<file path="src/rtl/arb_pkg.sv">
package arb_pkg;

  typedef enum logic [2:0] {
    ST_CPU   = 3'd0,
    ST_CHECK = 3'd1,
    ST_HELD  = 3'd2,
    ST_ALT   = 3'd3,
    ST_GAP   = 3'd4
  } arb_state_t;

  typedef enum logic [2:0] {
    PH_IDLE   = 3'd0,
    PH_PARK   = 3'd1,
    PH_ACTIVE = 3'd2,
    PH_INDET  = 3'd3,
    PH_ALT    = 3'd4
  } bus_phase_t;

  function automatic bus_phase_t classify_phase(logic cg, logic ag, logic busy, logic tip);
    if (ag)                return PH_ALT;
    if (cg && busy && tip) return PH_ACTIVE;
    if (cg)                return PH_PARK;
    if (busy)              return PH_INDET;
    return PH_IDLE;
  endfunction

  function automatic logic transfer_ends(logic busy, logic tip, logic ack, logic err);
    return busy && tip && (ack || err);
  endfunction

  function automatic logic gap_met(int unsigned edges_before, int unsigned need);
    return (edges_before + 1) >= need;
  endfunction

endpackage

</file>
<file path="src/rtl/bus_phase_tracker.sv">
module bus_phase_tracker
  import arb_pkg::*;
(
  input  logic       cpu_grant,
  input  logic       alt_grant,
  input  logic       cpu_busy,
  input  logic       cpu_tip,
  input  logic       slv_ack,
  input  logic       slv_err,
  output bus_phase_t phase,
  output logic       term_edge
);

  always_comb begin
    phase     = classify_phase(cpu_grant, alt_grant, cpu_busy, cpu_tip);
    term_edge = transfer_ends(cpu_busy, cpu_tip, slv_ack, slv_err);
  end

endmodule

</file>
<file path="src/rtl/dead_time_counter.sv">
module dead_time_counter
  import arb_pkg::*;
#(
  parameter int unsigned GAP_CYCLES = 1
) (
  input  logic clk,
  input  logic rst,
  input  logic quiet,
  output logic gap_ok
);

  localparam int unsigned CW = $clog2(GAP_CYCLES + 1) + 1;
  localparam logic [CW-1:0] CMAX = CW'(GAP_CYCLES);

  logic [CW-1:0] cnt_q;

  always_ff @(posedge clk) begin
    if (rst)             cnt_q <= '0;
    else if (!quiet)     cnt_q <= '0;
    else if (cnt_q != CMAX) cnt_q <= cnt_q + 1'b1;
  end

  always_comb gap_ok = quiet && gap_met(32'(cnt_q), GAP_CYCLES);

endmodule

</file>
<file path="src/rtl/grant_fsm.sv">
module grant_fsm
  import arb_pkg::*;
(
  input  logic       clk,
  input  logic       rst,
  input  logic       cpu_req,
  input  logic       alt_req,
  input  logic       cpu_busy,
  input  logic       cpu_lock,
  input  logic       gap_ok,
  output logic       cpu_grant,
  output logic       alt_grant,
  output logic       window,
  output arb_state_t state
);

  arb_state_t nxt;

  always_comb begin
    nxt = state;
    unique case (state)
      ST_CPU:   if (alt_req && !cpu_req && !cpu_lock) nxt = ST_CHECK;
      ST_CHECK, ST_HELD: begin
        if (cpu_lock)                 nxt = ST_CPU;
        else if (cpu_busy)            nxt = ST_HELD;
        else if (!alt_req || cpu_req) nxt = ST_CPU;
        else if (gap_ok)              nxt = ST_ALT;
        else                          nxt = ST_CHECK;
      end
      ST_ALT:   if (!alt_req) nxt = ST_GAP;
      ST_GAP:   if (gap_ok)   nxt = ST_CPU;
      default:  nxt = ST_CPU;
    endcase
  end

  always_ff @(posedge clk) begin
    if (rst) state <= ST_CPU;
    else     state <= nxt;
  end

  always_comb begin
    cpu_grant = (state == ST_CPU);
    alt_grant = (state == ST_ALT);
    window    = (state == ST_CHECK) || (state == ST_HELD);
  end

  assert_lock_regrant_R6: assert property (@(posedge clk) disable iff (rst)
    window && cpu_lock |=> cpu_grant && !alt_grant);

  assert_busy_holds_R5: assert property (@(posedge clk) disable iff (rst)
    window && cpu_busy |=> !alt_grant);

  assert_lock_keeps_R10: assert property (@(posedge clk) disable iff (rst)
    cpu_grant && cpu_lock |=> cpu_grant);

endmodule

</file>
<file path="src/rtl/bus_arbiter2.sv">
module bus_arbiter2
  import arb_pkg::*;
#(
  parameter int unsigned GAP_CYCLES = 1
) (
  input  logic clk,
  input  logic rst,
  input  logic cpu_req,
  input  logic alt_req,
  input  logic cpu_busy,
  input  logic cpu_tip,
  input  logic cpu_lock,
  input  logic slv_ack,
  input  logic slv_err,
  output logic cpu_grant,
  output logic alt_grant
);

  localparam int unsigned QW = $clog2(GAP_CYCLES + 1) + 1;

  logic       gap_ok;
  logic       window;
  logic       term_edge;
  bus_phase_t phase;
  arb_state_t state;

  dead_time_counter #(.GAP_CYCLES(GAP_CYCLES)) u_gap (
    .clk    (clk),
    .rst    (rst),
    .quiet  (!cpu_grant && !alt_grant),
    .gap_ok (gap_ok)
  );

  grant_fsm u_fsm (
    .clk       (clk),
    .rst       (rst),
    .cpu_req   (cpu_req),
    .alt_req   (alt_req),
    .cpu_busy  (cpu_busy),
    .cpu_lock  (cpu_lock),
    .gap_ok    (gap_ok),
    .cpu_grant (cpu_grant),
    .alt_grant (alt_grant),
    .window    (window),
    .state     (state)
  );

  bus_phase_tracker u_phase (
    .cpu_grant (cpu_grant),
    .alt_grant (alt_grant),
    .cpu_busy  (cpu_busy),
    .cpu_tip   (cpu_tip),
    .slv_ack   (slv_ack),
    .slv_err   (slv_err),
    .phase     (phase),
    .term_edge (term_edge)
  );

  // independent count of edges with both grants low, for the gap check
  logic [QW-1:0] quiet_edges;
  always_ff @(posedge clk) begin
    if (rst || cpu_grant || alt_grant) quiet_edges <= '0;
    else if (quiet_edges != QW'(GAP_CYCLES)) quiet_edges <= quiet_edges + 1'b1;
  end

  assert_one_owner_R2: assert property (@(posedge clk) disable iff (rst)
    !(cpu_grant && alt_grant));

  assert_reset_park_R1: assert property (@(posedge clk)
    $past(rst) && !rst |-> cpu_grant && !alt_grant);

  assert_alt_after_idle_R5: assert property (@(posedge clk) disable iff (rst)
    $rose(alt_grant) |-> $past(phase) == PH_IDLE && !$past(cpu_lock));

  assert_term_no_regrant_R5: assert property (@(posedge clk) disable iff (rst)
    term_edge && window && !cpu_lock && !cpu_req && alt_req |=> !cpu_grant);

  assert_alt_gap_R8: assert property (@(posedge clk) disable iff (rst)
    $rose(alt_grant) |-> 32'(quiet_edges) >= GAP_CYCLES);

  assert_cpu_gap_R8: assert property (@(posedge clk) disable iff (rst)
    $rose(cpu_grant) && $past(state) == ST_GAP |-> 32'(quiet_edges) >= GAP_CYCLES);

  assert_alt_release_R7: assert property (@(posedge clk) disable iff (rst)
    alt_grant && !alt_req |=> !alt_grant && !cpu_grant);

  assert_park_R3: assert property (@(posedge clk) disable iff (rst)
    cpu_grant && (!alt_req || cpu_req) |=> cpu_grant);

endmodule

</file>
<file path="config.mk">
export PLATFORM = sky130hd
export DESIGN_NAME = bus_arbiter2
export DESIGN_NICKNAME = d
export VERILOG_FILES = /design/src/rtl/arb_pkg.sv /design/src/rtl/bus_phase_tracker.sv /design/src/rtl/dead_time_counter.sv /design/src/rtl/grant_fsm.sv /design/src/rtl/bus_arbiter2.sv
export SDC_FILE = /design/constraint.sdc
export NUM_CORES = 1
export LEC_CHECK = 0
export BUFFER_PORTS_ARGS = -buffer_cell sky130_fd_sc_hd__buf_2
export CAP_MARGIN = 40
export CORE_AREA = 4 4 41 43
export CTS_CLUSTER_SIZE = 24
export DETAILED_ROUTE_END_ITERATION = 7
export DIE_AREA = 0 0 45 47
export PLACE_DENSITY = 0.41
export SYNTH_ARGS = -nofsm -noshare
export SYNTH_HDL_FRONTEND = slang
export SYNTH_HIERARCHICAL = 1
export SYNTH_SLANG_ARGS = --single-unit
</file>
<file path="constraint.sdc">
create_clock -name clk -period 2.1 [get_ports clk]
set_clock_uncertainty 0.1 [all_clocks]
set_input_delay 0.42 -clock clk [delete_from_list [all_inputs] [get_ports clk]]
set_output_delay 0.42 -clock clk [all_outputs]
set_load 0.01 [all_outputs]
</file>
==> flow_summary_export.csv <==
group,metric,value,unit
setup_path,slowest_delay,0.42,ns
setup_path,rr_worst_depth,5,
global_route,grt_pass1_wl,703,um
clock_network,insertion_delay,0.23,ns
final_layout,fin_cells,47,
place,io_buffer_count,7,
min_path,min-delay-path-class,"in2reg",
detailed_routing,drtIter0Drc,3,
detailed_routing,avgViaCountPerCell,4.21,
global_route,grt-ovfl-total,0,
floorplanning,chipHeight,47,um
final_layout,antennaDiodeCount,0,
setup_path,cp.required,2.14,ns
power,p_leak,0.101,nW
clock_network,clk_transition_reported_paths,0.04,ns
timing,finalMaxSlewViolations,0,
timing,fmax,568,MHz
final_layout,multiInputGateArea,108,um2
setup_path,r2r-start,"u_fsm/state[2]",
final_layout,fill_cells,158,
floorplanning,coreArea,0.00130,mm2
global_route,antenna_found_initial,0,
final_layout,regMostFlops,"u_fsm/state",
yosys,synth_area,179,um2
timing,min_period,1.76,ns
timing,setup_viol_count_final,0,
setup_path,endpoint,"u_fsm/state[1]",
detailed_routing,vias,198,
setup_path,worst-endpoint-arrival,1.81,ns
global_route,grt_max_degree,7,
floorplanning,die_area,0.00212,mm2
place,post-place-cells,43,
clock_network,post_cts_resized,0,
setup_path,path_depth,5,
yosys,yosysWarnings,6,
power,power_density,671,mW/mm2
floorplanning,die_w,45,um
detailed_routing,wirelength,448,um
setup_path,path_cells,"and3b_2 -> nor2_1 -> nand3b_1 -> a2111o_1 -> a211oi_1",
setup_path,startpoint_type,"flop",
timing,setup_tns,0,ns
yosys,postSynthAreaPerCell,8.13,um2
clock_network,cts_hold_buf,0,
setup_path,cp_slowest_cell,"a2111o_1",
job,drv_cap,0,
timing,period_share,0.839,
final_layout,top_regs,"u_fsm/state (3)",
timing,hold_viol_final,0,
setup_path,critPathBufInv,0,
clock_network,cts_tree,"done",
setup_path,path_max_fanout,6,
clock_network,post_cts_buffers,0,
clock_network,cts_buffers,3,
clock_network,clockBufferDepth,2,
clock_network,cts_root_buf,"clkbuf_4",
detailed_routing,wire_per_inst,9.53,um
final_layout,areaGrowthSynthToFinish,42.7,%
final_layout,stdcell_area,255,um2
setup_path,reg2reg_to,"u_fsm/state[1]",
floorplanning,initial_core_util,0.138,
outcome,status,"finished, final reports clean",
final_layout,final-seq-area,60.1,um2
clock_network,cts_max_level,1,
power,peakVddDrop,0.000254,V
clock_network,cts.sinks,3,
detailed_routing,drc,0,
detailed_routing,ant_nets,0,
setup_path,startpoint,"u_fsm/state[2]",
detailed_routing,dr.pass1.iters,2,
floorplanning,core.rowCount,13,
timing,rsz0062_at_grt,"no",
setup_path,critPathTopFamily,"compound AO/OA/AOI/OAI gates",
place,globalplace.congestion,0.642,
yosys,syn_nets,31,
floorplanning,ioPinCount,11,
final_layout,nNetsFinal,42,
global_route,grt_pass1_vias,175,
timing,tightestPinTransition,0.366,ns
setup_path,critical_path_class,"reg2reg",
setup_path,endpoint_kind,"flop",
min_path,hp-start,"rst",
setup_path,r2r_slack,0.34,ns
global_route,grt_util_all_layers,0.0513,
yosys,syn_inst,22,
final_layout,largest_reg_flops,3,
place,post_dp_cell_area,229,um2
final_layout,drive_above_1_share,0.344,
timing,relSlewSlack,0.750,
[worst min path at each step]
stage                                end  cells after the start
after detailed placement  u_fsm/state[0]                      2
after global placement    u_fsm/state[0]                      2
final                     u_fsm/state[0]                      2
after floorplan           u_fsm/state[0]                      1
after CTS                 u_fsm/state[0]                      2
after global routing      u_fsm/state[2]                      2
[cell usage in the layout, fill, tap and decap left out, drive strengths merged]
master	count
a211oi	1
a21oi	3
a2111oi	1
o21ai	1
nand3b	1
buf	7
nor3	1
nand2	1
dfxtp	3
xnor2	1
nor4b	2
a2111o	1
inv	2
nor2	2
clkbuf	4
and3b	1
[power by group]
group          switching, mW  internal (mW)
clock                 0.0284         0.0711
sequential          0.000879         0.0579
combinational        0.00635        0.00654
[cell type report]
cell class              count  area share
multi-input cells          16       0.422
flip-flops and latches      3       0.235
repair buffers              7       0.137
clock buffers               4       0.103
well taps                  15      0.0735
inverters                   2      0.0294
[per-stage QoR]
stage | setup slack, ns | hold WS, ns | power (mW) | util
after CTS | 0.329 | 0.265 | 0.179 | 0.196
after detailed placement | 0.348 | 0.514 | 0.0725 | 0.176
after global routing | 0.175 | 0.276 | 0.184 | 0.196
after floorplan | 0.413 | 0.389 | 0.0649 | -
after global placement | 0.345 | 0.513 | 0.0722 | 0.176
final | 0.338 | 0.275 | 0.171 | 0.196
[routing by layer]
layer / vias up / GRT usage / share of wire
li1: 102 / - / -
met1: 88 / 0.0476 / 0.44
met2: 8 / 0.0678 / 0.42
met3: 0 / 0.0536 / 0.14
met4: 0 / 0.0351 / 0
met5: - / 0 / 0
No activity file was read; power rests on OpenSTA's default activity.
